$ cat src/rtl/modaddr_pkg.sv
package modaddr_pkg;

  typedef enum logic [1:0] {
    AM_PLAIN  = 2'd0,
    AM_POST   = 2'd1,
    AM_PRE    = 2'd2,
    AM_OFFSET = 2'd3
  } am_mode_e;

endpackage

$ cat src/rtl/modaddr_gate.sv
module modaddr_gate #(
  parameter int PSW = 4
) (
  input  logic           mod_en,
  input  logic [PSW-1:0] ptr_sel,
  input  logic [PSW-1:0] mod_ptr,
  input  logic           is_write,
  input  logic           brev_on,
  output logic           apply
);
  logic sel_hit;
  logic wr_brev_block;

  always_comb begin
    sel_hit       = (ptr_sel == mod_ptr);
    // bit-reversal takes the write path; reads keep circular correction
    wr_brev_block = is_write & brev_on;
    apply         = mod_en & sel_hit & ~wr_brev_block;
  end
endmodule

$ cat src/rtl/modaddr_wrap.sv
module modaddr_wrap #(
  parameter int AW         = 16,
  parameter int ELEM_BYTES = 2
) (
  input  logic          apply,
  input  logic [AW-1:0] base,
  input  logic [AW-1:0] step,
  input  logic [AW-1:0] lo,
  input  logic [AW-1:0] hi,
  output logic [AW-1:0] fixed
);
  localparam int EW = AW + 2;

  logic signed [EW-1:0] sum_s;
  logic signed [EW-1:0] lo_s;
  logic signed [EW-1:0] hi_s;
  logic signed [EW-1:0] len_s;
  logic                 going_up;
  logic                 over_hi;
  logic                 under_lo;

  always_comb begin
    sum_s    = $signed({2'b00, base}) + $signed({{2{step[AW-1]}}, step});
    lo_s     = $signed({2'b00, lo});
    hi_s     = $signed({2'b00, hi});
    len_s    = hi_s - lo_s + EW'(ELEM_BYTES);
    going_up = ~step[AW-1];
    // strict comparisons: an overshoot of any size is still caught
    over_hi  = apply &  going_up & (sum_s > hi_s);
    under_lo = apply & ~going_up & (sum_s < lo_s);
    if (over_hi) begin
      fixed = AW'(sum_s - len_s);
    end else if (under_lo) begin
      fixed = AW'(sum_s + len_s);
    end else begin
      fixed = AW'(sum_s);
    end
  end
endmodule

$ cat src/rtl/modaddr_route.sv
module modaddr_route
  import modaddr_pkg::*;
#(
  parameter int AW = 16
) (
  input  logic [1:0]    mode,
  input  logic [AW-1:0] ptr,
  input  logic [AW-1:0] fixed,
  output logic [AW-1:0] ea,
  output logic          wb_en,
  output logic [AW-1:0] wb_data
);
  am_mode_e m;

  always_comb begin
    m       = am_mode_e'(mode);
    ea      = ptr;
    wb_en   = 1'b0;
    wb_data = fixed;
    unique case (m)
      AM_PLAIN:  begin ea = ptr;   wb_en = 1'b0; end
      AM_POST:   begin ea = ptr;   wb_en = 1'b1; end
      AM_PRE:    begin ea = fixed; wb_en = 1'b1; end
      AM_OFFSET: begin ea = fixed; wb_en = 1'b0; end
      default:   begin ea = ptr;   wb_en = 1'b0; end
    endcase
  end
endmodule

$ cat src/rtl/modaddr_gen.sv
module modaddr_gen
  import modaddr_pkg::*;
#(
  parameter int AW         = 16,
  parameter int NUM_PTR    = 16,
  parameter int ELEM_BYTES = 2,
  parameter int OUT_STAGE  = 1,
  localparam int PSW       = (NUM_PTR > 1) ? $clog2(NUM_PTR) : 1
) (
  input  logic           clk,
  input  logic           rst_n,
  input  logic           i_valid,
  input  logic [PSW-1:0] i_ptr_sel,
  input  logic [AW-1:0]  i_ptr,
  input  logic [1:0]     i_mode,
  input  logic [AW-1:0]  i_modifier,
  input  logic           i_is_write,
  input  logic           i_brev_on,
  input  logic           i_mod_en,
  input  logic [PSW-1:0] i_mod_ptr,
  input  logic [AW-1:0]  i_buf_start,
  input  logic [AW-1:0]  i_buf_end,
  output logic           o_valid,
  output logic [AW-1:0]  o_ea,
  output logic           o_wb_en,
  output logic [PSW-1:0] o_wb_sel,
  output logic [AW-1:0]  o_wb_data
);
  logic          apply;
  logic [AW-1:0] fixed;
  logic [AW-1:0] ea_n;
  logic          wb_en_n;
  logic [AW-1:0] wb_data_n;

  modaddr_gate #(.PSW(PSW)) u_gate (
    .mod_en   (i_mod_en),
    .ptr_sel  (i_ptr_sel),
    .mod_ptr  (i_mod_ptr),
    .is_write (i_is_write),
    .brev_on  (i_brev_on),
    .apply    (apply)
  );

  modaddr_wrap #(.AW(AW), .ELEM_BYTES(ELEM_BYTES)) u_wrap (
    .apply (apply),
    .base  (i_ptr),
    .step  (i_modifier),
    .lo    (i_buf_start),
    .hi    (i_buf_end),
    .fixed (fixed)
  );

  modaddr_route #(.AW(AW)) u_route (
    .mode    (i_mode),
    .ptr     (i_ptr),
    .fixed   (fixed),
    .ea      (ea_n),
    .wb_en   (wb_en_n),
    .wb_data (wb_data_n)
  );

  generate
    if (OUT_STAGE != 0) begin : g_reg
      logic           valid_q;
      logic [AW-1:0]  ea_q;
      logic           wb_en_q;
      logic [PSW-1:0] wb_sel_q;
      logic [AW-1:0]  wb_data_q;
      logic           valid_d;
      logic [AW-1:0]  ea_d;
      logic           wb_en_d;
      logic [PSW-1:0] wb_sel_d;
      logic [AW-1:0]  wb_data_d;

      always_comb begin
        valid_d   = i_valid;
        ea_d      = ea_q;
        wb_en_d   = wb_en_q;
        wb_sel_d  = wb_sel_q;
        wb_data_d = wb_data_q;
        if (i_valid) begin
          ea_d      = ea_n;
          wb_en_d   = wb_en_n;
          wb_sel_d  = i_ptr_sel;
          wb_data_d = wb_data_n;
        end
      end

      always_ff @(posedge clk or negedge rst_n) begin
        if (!rst_n) begin
          valid_q   <= 1'b0;
          ea_q      <= '0;
          wb_en_q   <= 1'b0;
          wb_sel_q  <= '0;
          wb_data_q <= '0;
        end else begin
          valid_q   <= valid_d;
          ea_q      <= ea_d;
          wb_en_q   <= wb_en_d;
          wb_sel_q  <= wb_sel_d;
          wb_data_q <= wb_data_d;
        end
      end

      assign o_valid   = valid_q;
      assign o_ea      = ea_q;
      assign o_wb_en   = wb_en_q;
      assign o_wb_sel  = wb_sel_q;
      assign o_wb_data = wb_data_q;

      p_valid_follow_r1: assert property (@(posedge clk) disable iff (!rst_n)
        o_valid == $past(i_valid));

      p_wb_only_modify_r6: assert property (@(posedge clk) disable iff (!rst_n)
        (o_valid && o_wb_en) |-> ($past(i_mode) == 2'd1 || $past(i_mode) == 2'd2));

      p_offset_keeps_ptr_r8: assert property (@(posedge clk) disable iff (!rst_n)
        $past(i_valid && i_mode == 2'd3) |-> !o_wb_en);

      p_post_uses_old_r7: assert property (@(posedge clk) disable iff (!rst_n)
        $past(i_valid && i_mode == 2'd1) |-> (o_ea == $past(i_ptr)));

      p_pre_ea_matches_wb_r7: assert property (@(posedge clk) disable iff (!rst_n)
        $past(i_valid && i_mode == 2'd2) |-> (o_ea == o_wb_data));

      p_bypass_plain_sum_r10: assert property (@(posedge clk) disable iff (!rst_n)
        $past(i_valid && !i_mod_en && i_mode == 2'd2)
          |-> (o_ea == AW'($past(i_ptr) + $past(i_modifier))));

      p_sel_echo_r11: assert property (@(posedge clk) disable iff (!rst_n)
        $past(i_valid) |-> (o_wb_sel == $past(i_ptr_sel)));
    end else begin : g_comb
      assign o_valid   = i_valid;
      assign o_ea      = ea_n;
      assign o_wb_en   = wb_en_n;
      assign o_wb_sel  = i_ptr_sel;
      assign o_wb_data = wb_data_n;
    end
  endgenerate
endmodule

$ cat config.mk
export PLATFORM = sky130hd
export DESIGN_NAME = modaddr_gen
export DESIGN_NICKNAME = d
export VERILOG_FILES = /design/src/rtl/modaddr_pkg.sv /design/src/rtl/modaddr_gate.sv /design/src/rtl/modaddr_wrap.sv /design/src/rtl/modaddr_route.sv /design/src/rtl/modaddr_gen.sv
export SDC_FILE = /design/constraint.sdc
export NUM_CORES = 1
export LEC_CHECK = 0
export CAP_MARGIN = 20
export CORE_ASPECT_RATIO = 1.75
export CORE_UTILIZATION = 25
export DETAILED_ROUTE_END_ITERATION = 10
export PLACE_DENSITY = 0.55
export SYNTH_ARGS = -nofsm -noshare
export SYNTH_HDL_FRONTEND = slang
export SYNTH_SLANG_ARGS = --single-unit
$ cat constraint.sdc
create_clock -name clk -period 1.3 [get_ports clk]
set_input_delay 0.26 -clock clk [delete_from_list [all_inputs] [get_ports clk]]
set_output_delay 0.26 -clock clk [all_outputs]
set_load 0.1 [all_outputs]
**Yosys cells after proc, flatten, opt, wreduce, memory -nomap -nowiden**

Index checks and enable logic that the tools add are counted.

- Input port bits: 80
- Memories: 0
- Flip-flop bits (word level): 38
- Bits in latches: 0
- Logic and storage cells: 34
- ROM bits: 0
- Bits in writable memories: 0

- Bitwise logic cells: 9
- $mul: 0
- $add $sub $neg: 5
- Div/mod/pow operators: 0
- Multiplexer cells: 4
- Reductions and logical operators: 5
- Equality and inequality tests: 4
- Shifts and indexed selects: 0
- $lt $le $gt $ge: 2

Operators by type and width:

| operator | number |
|---|---|
| 16-bit two-way mux | 2 |
| 16-bit case mux with 2 select lines | 1 |
| 16-bit subtractor | 2 |
| 17-bit by 16-bit adder with 18-bit output | 1 |
| 18-bit by 17-bit > comparator with 1-bit output | 1 |
| 18-bit by 17-bit less-than comparator with 1-bit output | 1 |
| 16-bit adder | 1 |
| 16-bit by 3-bit adder with 16-bit output, second input constant | 1 |
| 2-bit OR reduction | 4 |
| 1-bit bitwise AND | 7 |
| 2-bit == test, second input constant | 2 |
| 4-bit == test | 1 |
| 2-bit by 1-bit == test with 1-bit output, second input constant | 1 |
| 2-bit logical NOT | 1 |
| 1-bit inverter | 2 |
| 1-bit case mux with 2 select lines | 1 |

**Depth between registers and ports, before layout**

- Depth in word-level cells: 8
- Gate-level depth with buffers: 23
- Depth with buffers taken out: 23

**Cells and area by module**

Synthesis repeated with hierarchy kept, for this count alone.

- Cell total of the unflattened synthesis: 639
- Area, all modules: 5959.5 µm²

By module, submodules not included:

| module | cells an instance | seq. area each (µm²) | times used | area each (µm²) |
|---|---|---|---|---|
| modaddr_wrap | 515 | 0.0 | 1 | 3950.0 |
| modaddr_gen | 79 | 950.9 | 1 | 1551.5 |
| modaddr_route | 38 | 0.0 | 1 | 401.6 |
| modaddr_gate | 7 | 0.0 | 1 | 56.3 |

**Least setup slack after synthesis**

Ideal clock, no wire load.

- Path type: in2reg
- Start point: in i_ptr[1]
- End point: reg g_reg.wb_data_q[1] (netlist: o_wb_data[1])
- Stages: 17
- Arrival: 4.359 ns
- Path slack: -3.185 ns
- Required time: 1.175 ns
- Cell sequence: ha_1 -> a211o_1 -> a2111o_1 -> a21oi_1 -> o31ai_1 -> xor2_1 -> ha_1 -> a21o_1 -> a21o_1 -> a211o_1 -> a211o_1 -> a2111oi_0 -> o21bai_1 -> buf_2 -> nor2_1 -> o31a_1 -> mux2_2

- Longest elaborated chain between the ends: 5

Ends and longest elaborated chain:

| element | RTL line | text |
|---|---|---|
| from (decl) | modaddr_gen.sv:14 | `input logic [AW-1:0] i_ptr,` |
| 17-bit by 16-bit adder with 18-bit output * | modaddr_wrap.sv:23 | `sum_s = $signed({2'b00, base}) + $signed({{2{step[AW-1]}}, step});` |
| 18-bit by 17-bit less-than comparator with 1-bit output | modaddr_wrap.sv:30 | `under_lo = apply & ~going_up & (sum_s < lo_s);` |
| 1-bit bitwise AND | modaddr_wrap.sv:30 |  |
| 16-bit two-way mux | modaddr_wrap.sv:33 | `end else if (under_lo) begin` |
| 16-bit two-way mux * | modaddr_wrap.sv:31 | `if (over_hi) begin` |
| to (signal assigned) | modaddr_gen.sv:101 | `wb_data_q <= wb_data_d;` |
| to (decl) | modaddr_gen.sv:68 | `logic [AW-1:0] wb_data_q;` |

Mark *: on every way between the ends. The rest lies on a longest branch, timed or not.
A chain may end at the register's enable or synchronous reset.

**Worst setup path in the final report**

- Start point: in i_ptr[1]
- End point: reg g_reg.wb_data_q[5] (netlist: o_wb_data[5])

Same word-level chain as after synthesis.

==> results.py <==
metrics = {
    "run_status": {
        "status": "finished with violations",
        "violations": "setup timing",
    },
    "setup_path": {
        "cp_num_buf_inv": 3,
        "r2r_setup_slack_ns": 0.49,
        "startpoint": "i_ptr[1]",
        "cp_slowest_stage_delay_ns": 0.44,
        "start_kind": "input port",
        "worst_ep_arrival_time_ns": 4.40,
        "cp_max_fo": 5,
        "path_class": "in2reg",
        "crit_family": "compound AO/OA/AOI/OAI gates",
        "slowest_stage": "a2111o_1",
        "rr_startpoint": "o_ea[15]",
        "ff2ff_path_depth": 2,
        "cp_cell_sequence": "buf_6, ha_4, a211o_1, a2111o_1, a21oi_2, buf_4, o21bai_4, a21oi_2, xnor2_2, ha_1, a211o_1, a211oi_2, o21ai_2, a2111oi_4, o21bai_4, buf_8, mux2i_2, a21oi_2, mux2_4",
        "crit_top_cell": "a21oi_2",
        "rr_endpoint": "o_ea[15]",
        "worst_ep_required_time_ns": 1.48,
        "end_kind": "register",
    },
    "layout": {
        "nNetsFinal": 1297,
        "area_growth_pct": 96.6,
        "stdcell_count": 1401,
        "diodes": 0,
        "final_layout_size_suffix_gt1_frac": 0.491,
        "fillers": 2032,
    },
    "logic_synthesis": {
        "synth_warnings": 0,
        "async_flop_share": 1.00,
        "synth_fp_nets": 906,
        "syn_area_sq_mm": 0.00572,
        "synth_ff_type": "dfrtp_1",
        "netlist_instances": 713,
        "synth-seq-area-share": 0.166,
        "synth_edf_count": 0,
        "synth_area_leader_cell": "ha_1",
        "netlist_top_cells_count": "109 x ha_1, 81 x inv_1, 60 x nor2_1",
        "synth_top_area_frac": 0.238,
        "synth_most_common_cell": "ha_1",
        "yosysUniqueCellTypes": 67,
        "synth_area_leaders": "ha_1 24%, dfrtp_1 17%, inv_1 5.3%",
        "synth_seq_cells": 38,
        "syn_area_per_cell_sq_um": 8.03,
    },
    "floorplanning": {
        "top_level_ports": 118,
        "die_width_um": 116,
        "rows": 72,
        "initial_utilization": 0.257,
        "core_sq_mm": 0.0223,
        "dieArea_sq_mm": 0.0235,
        "die_h_um": 202,
    },
    "detailed_routing": {
        "via_per_inst": 4.85,
        "drc": 0,
        "wire_per_inst_um": 16.3,
        "vias": 6793,
        "postRouteAntennaNets": 0,
        "drtIter0Drc": 179,
        "drt-pass1-iter-count": 4,
        "wirelength_um": 22800,
    },
    "placement": {
        "gp_congestion": 0.894,
        "place_ws_ns": -3.92,
        "portBuffers": 117,
        "dp.cells": 1334,
        "place_hpwl_um": 17700,
    },
    "clock_tree": {
        "insertion_delay_ns": 0.29,
        "cts_root_buffer": "clkbuf_16",
        "cts_buffers": 5,
        "clock-sinks": 38,
        "path_clk_slew_ns": 0.06,
        "cts_tree": "built",
        "h-tree-depth": 2,
        "cts_max_path_buffers": 2,
    },
    "hold_path": {
        "holdPathStages": 2,
        "hold_path_class": "in2reg",
        "min_to": "o_valid",
        "hold_start": "i_valid",
    },
    "sta": {
        "maxSlewHeadroom": 0.621,
        "setup_viol": 32,
        "fin_crit_sh": 3.25,
        "tightest_slew_ns": 0.555,
        "rsz0062_at_grt": "yes",
        "layout_setup_ws_ns": -2.92,
        "fmax_mhz": 237,
        "hold_viol": 0,
        "fin_crit_ns": 4.22,
        "drv_slew": 0,
        "clock-skew-final_ns": 0,
    },
    "pwr": {
        "powerDensity_mw_per_mm2": 1320,
        "total_power_uw": 14900,
        "ir_drop_mv": 1.05,
        "total_leakage_power_uw": 0.00528,
    },
    "grt": {
        "grt-ovfl-total": 0,
        "grt_antenna_before_repair": 0,
        "grt_first_pass_wirelength_um": 35100,
        "grt_max_degree": 39,
        "grt_use_total": 0.193,
        "grt_pass1_vias": 7185,
    },
    "run": {
        "maxCapViolations": 0,
    },
}
[power breakdown]
| group | internal, uW | switching (uW) |
|---|---|---|
| clock network | 761 | 512 |
| registers | 1380 | 255 |
| logic | 5790 | 6200 |
[state kept, by name (all words and copies together) (netlist names)]
signal and count:
o_wb_sel 4, o_wb_en 1, o_ea 16, o_valid 1, o_wb_data 16
[metal layers]
metal	part of all wire	GRT usage	wire length [um]
met3	0.028	0.0168	632
met4	0.049	0.0929	1110
met1	0.38	0.205	8590
met2	0.55	0.369	12400
met5	0	0	0
[cell usage in the layout (no fill, tap or decap), types with 17 or more instances in the layout]
cell / synthesis / routed
inv_1: 81 / 71
buf_4: 0 / 259
o21ai_0: 27 / 18
dlygate4sd2_1: 0 / 17
clkdlybuf4s50_1: 0 / 43
a21oi_1: 57 / 29
nor2_1: 60 / 52
nand2_1: 41 / 38
buf_12: 0 / 42
a21oi_2: 1 / 26
ha_4: 0 / 30
dfrtp_1: 38 / 38
a21o_1: 22 / 22
buf_6: 0 / 25
ha_1: 109 / 76
nor3_1: 20 / 17
[cell families (layout without fill, tap and decap cells)]
| group | Yosys count | count (layout) | share of synthesized area |
|---|---|---|---|
| AOI/OAI and AO/OA | 238 | 238 | 0.294 |
| and+or+nand+nor | 179 | 179 | 0.147 |
| adders and majority gates | 113 | 113 | 0.252 |
| buffers and inverters | 101 | 493 | 0.0673 |
| DFF | 38 | 38 | 0.166 |
| xor gates and xnor gates | 35 | 35 | 0.0562 |
| muxes | 9 | 9 | 0.0173 |
[what timing repair did]
action | in CTS | in global routing
hold endpoints to repair | 38 | 0
buffers inserted | 38 | 24
endpoints found under the setup margin | 32 | 32
pin swaps | 107 | 61
cloned | 1 | 0
gates resized for setup | 196 | 96
hold buffers | 1 | 0
[through the flow]
step	setup TNS [ns]	hold slack, ns	util	area, sq um
3_5_place_dp	-120.78	0.244	0.424	9440
4_1_cts	-89.87	0.328	0.479	10600
3_3_place_gp	-118.65	0.244	0.424	9440
5_1_grt	-95.51	0.341	0.506	11300
2_1_floorplan	-87.58	-0.0356	-	5880
6_report	-90.37	0.331	0.506	11300
[layout make-up]
class                      instances  area, sq um  share of cell area
sequential                        38          951              0.0845
tap                              296          370              0.0329
clock inverter                     1         5.00            0.000445
clock buffer                       7          143              0.0127
inverter                          81          304              0.0270
timing repair buffer             404         3830               0.340
multi-input combinational        574         5650               0.502
[worst max-delay path by stage]
stage                         endpoint  slack (ns)  cells after the start
final                     o_wb_data[5]       -2.92                     19
after global routing           o_ea[2]       -3.07                     20
after CTS                      o_ea[2]       -2.89                     19
after detailed placement       o_ea[0]       -3.92                     20
after global placement         o_ea[0]       -3.85                     18
after floorplan           o_wb_data[5]       -2.88                     18
(Power assumes the default switching activity.)
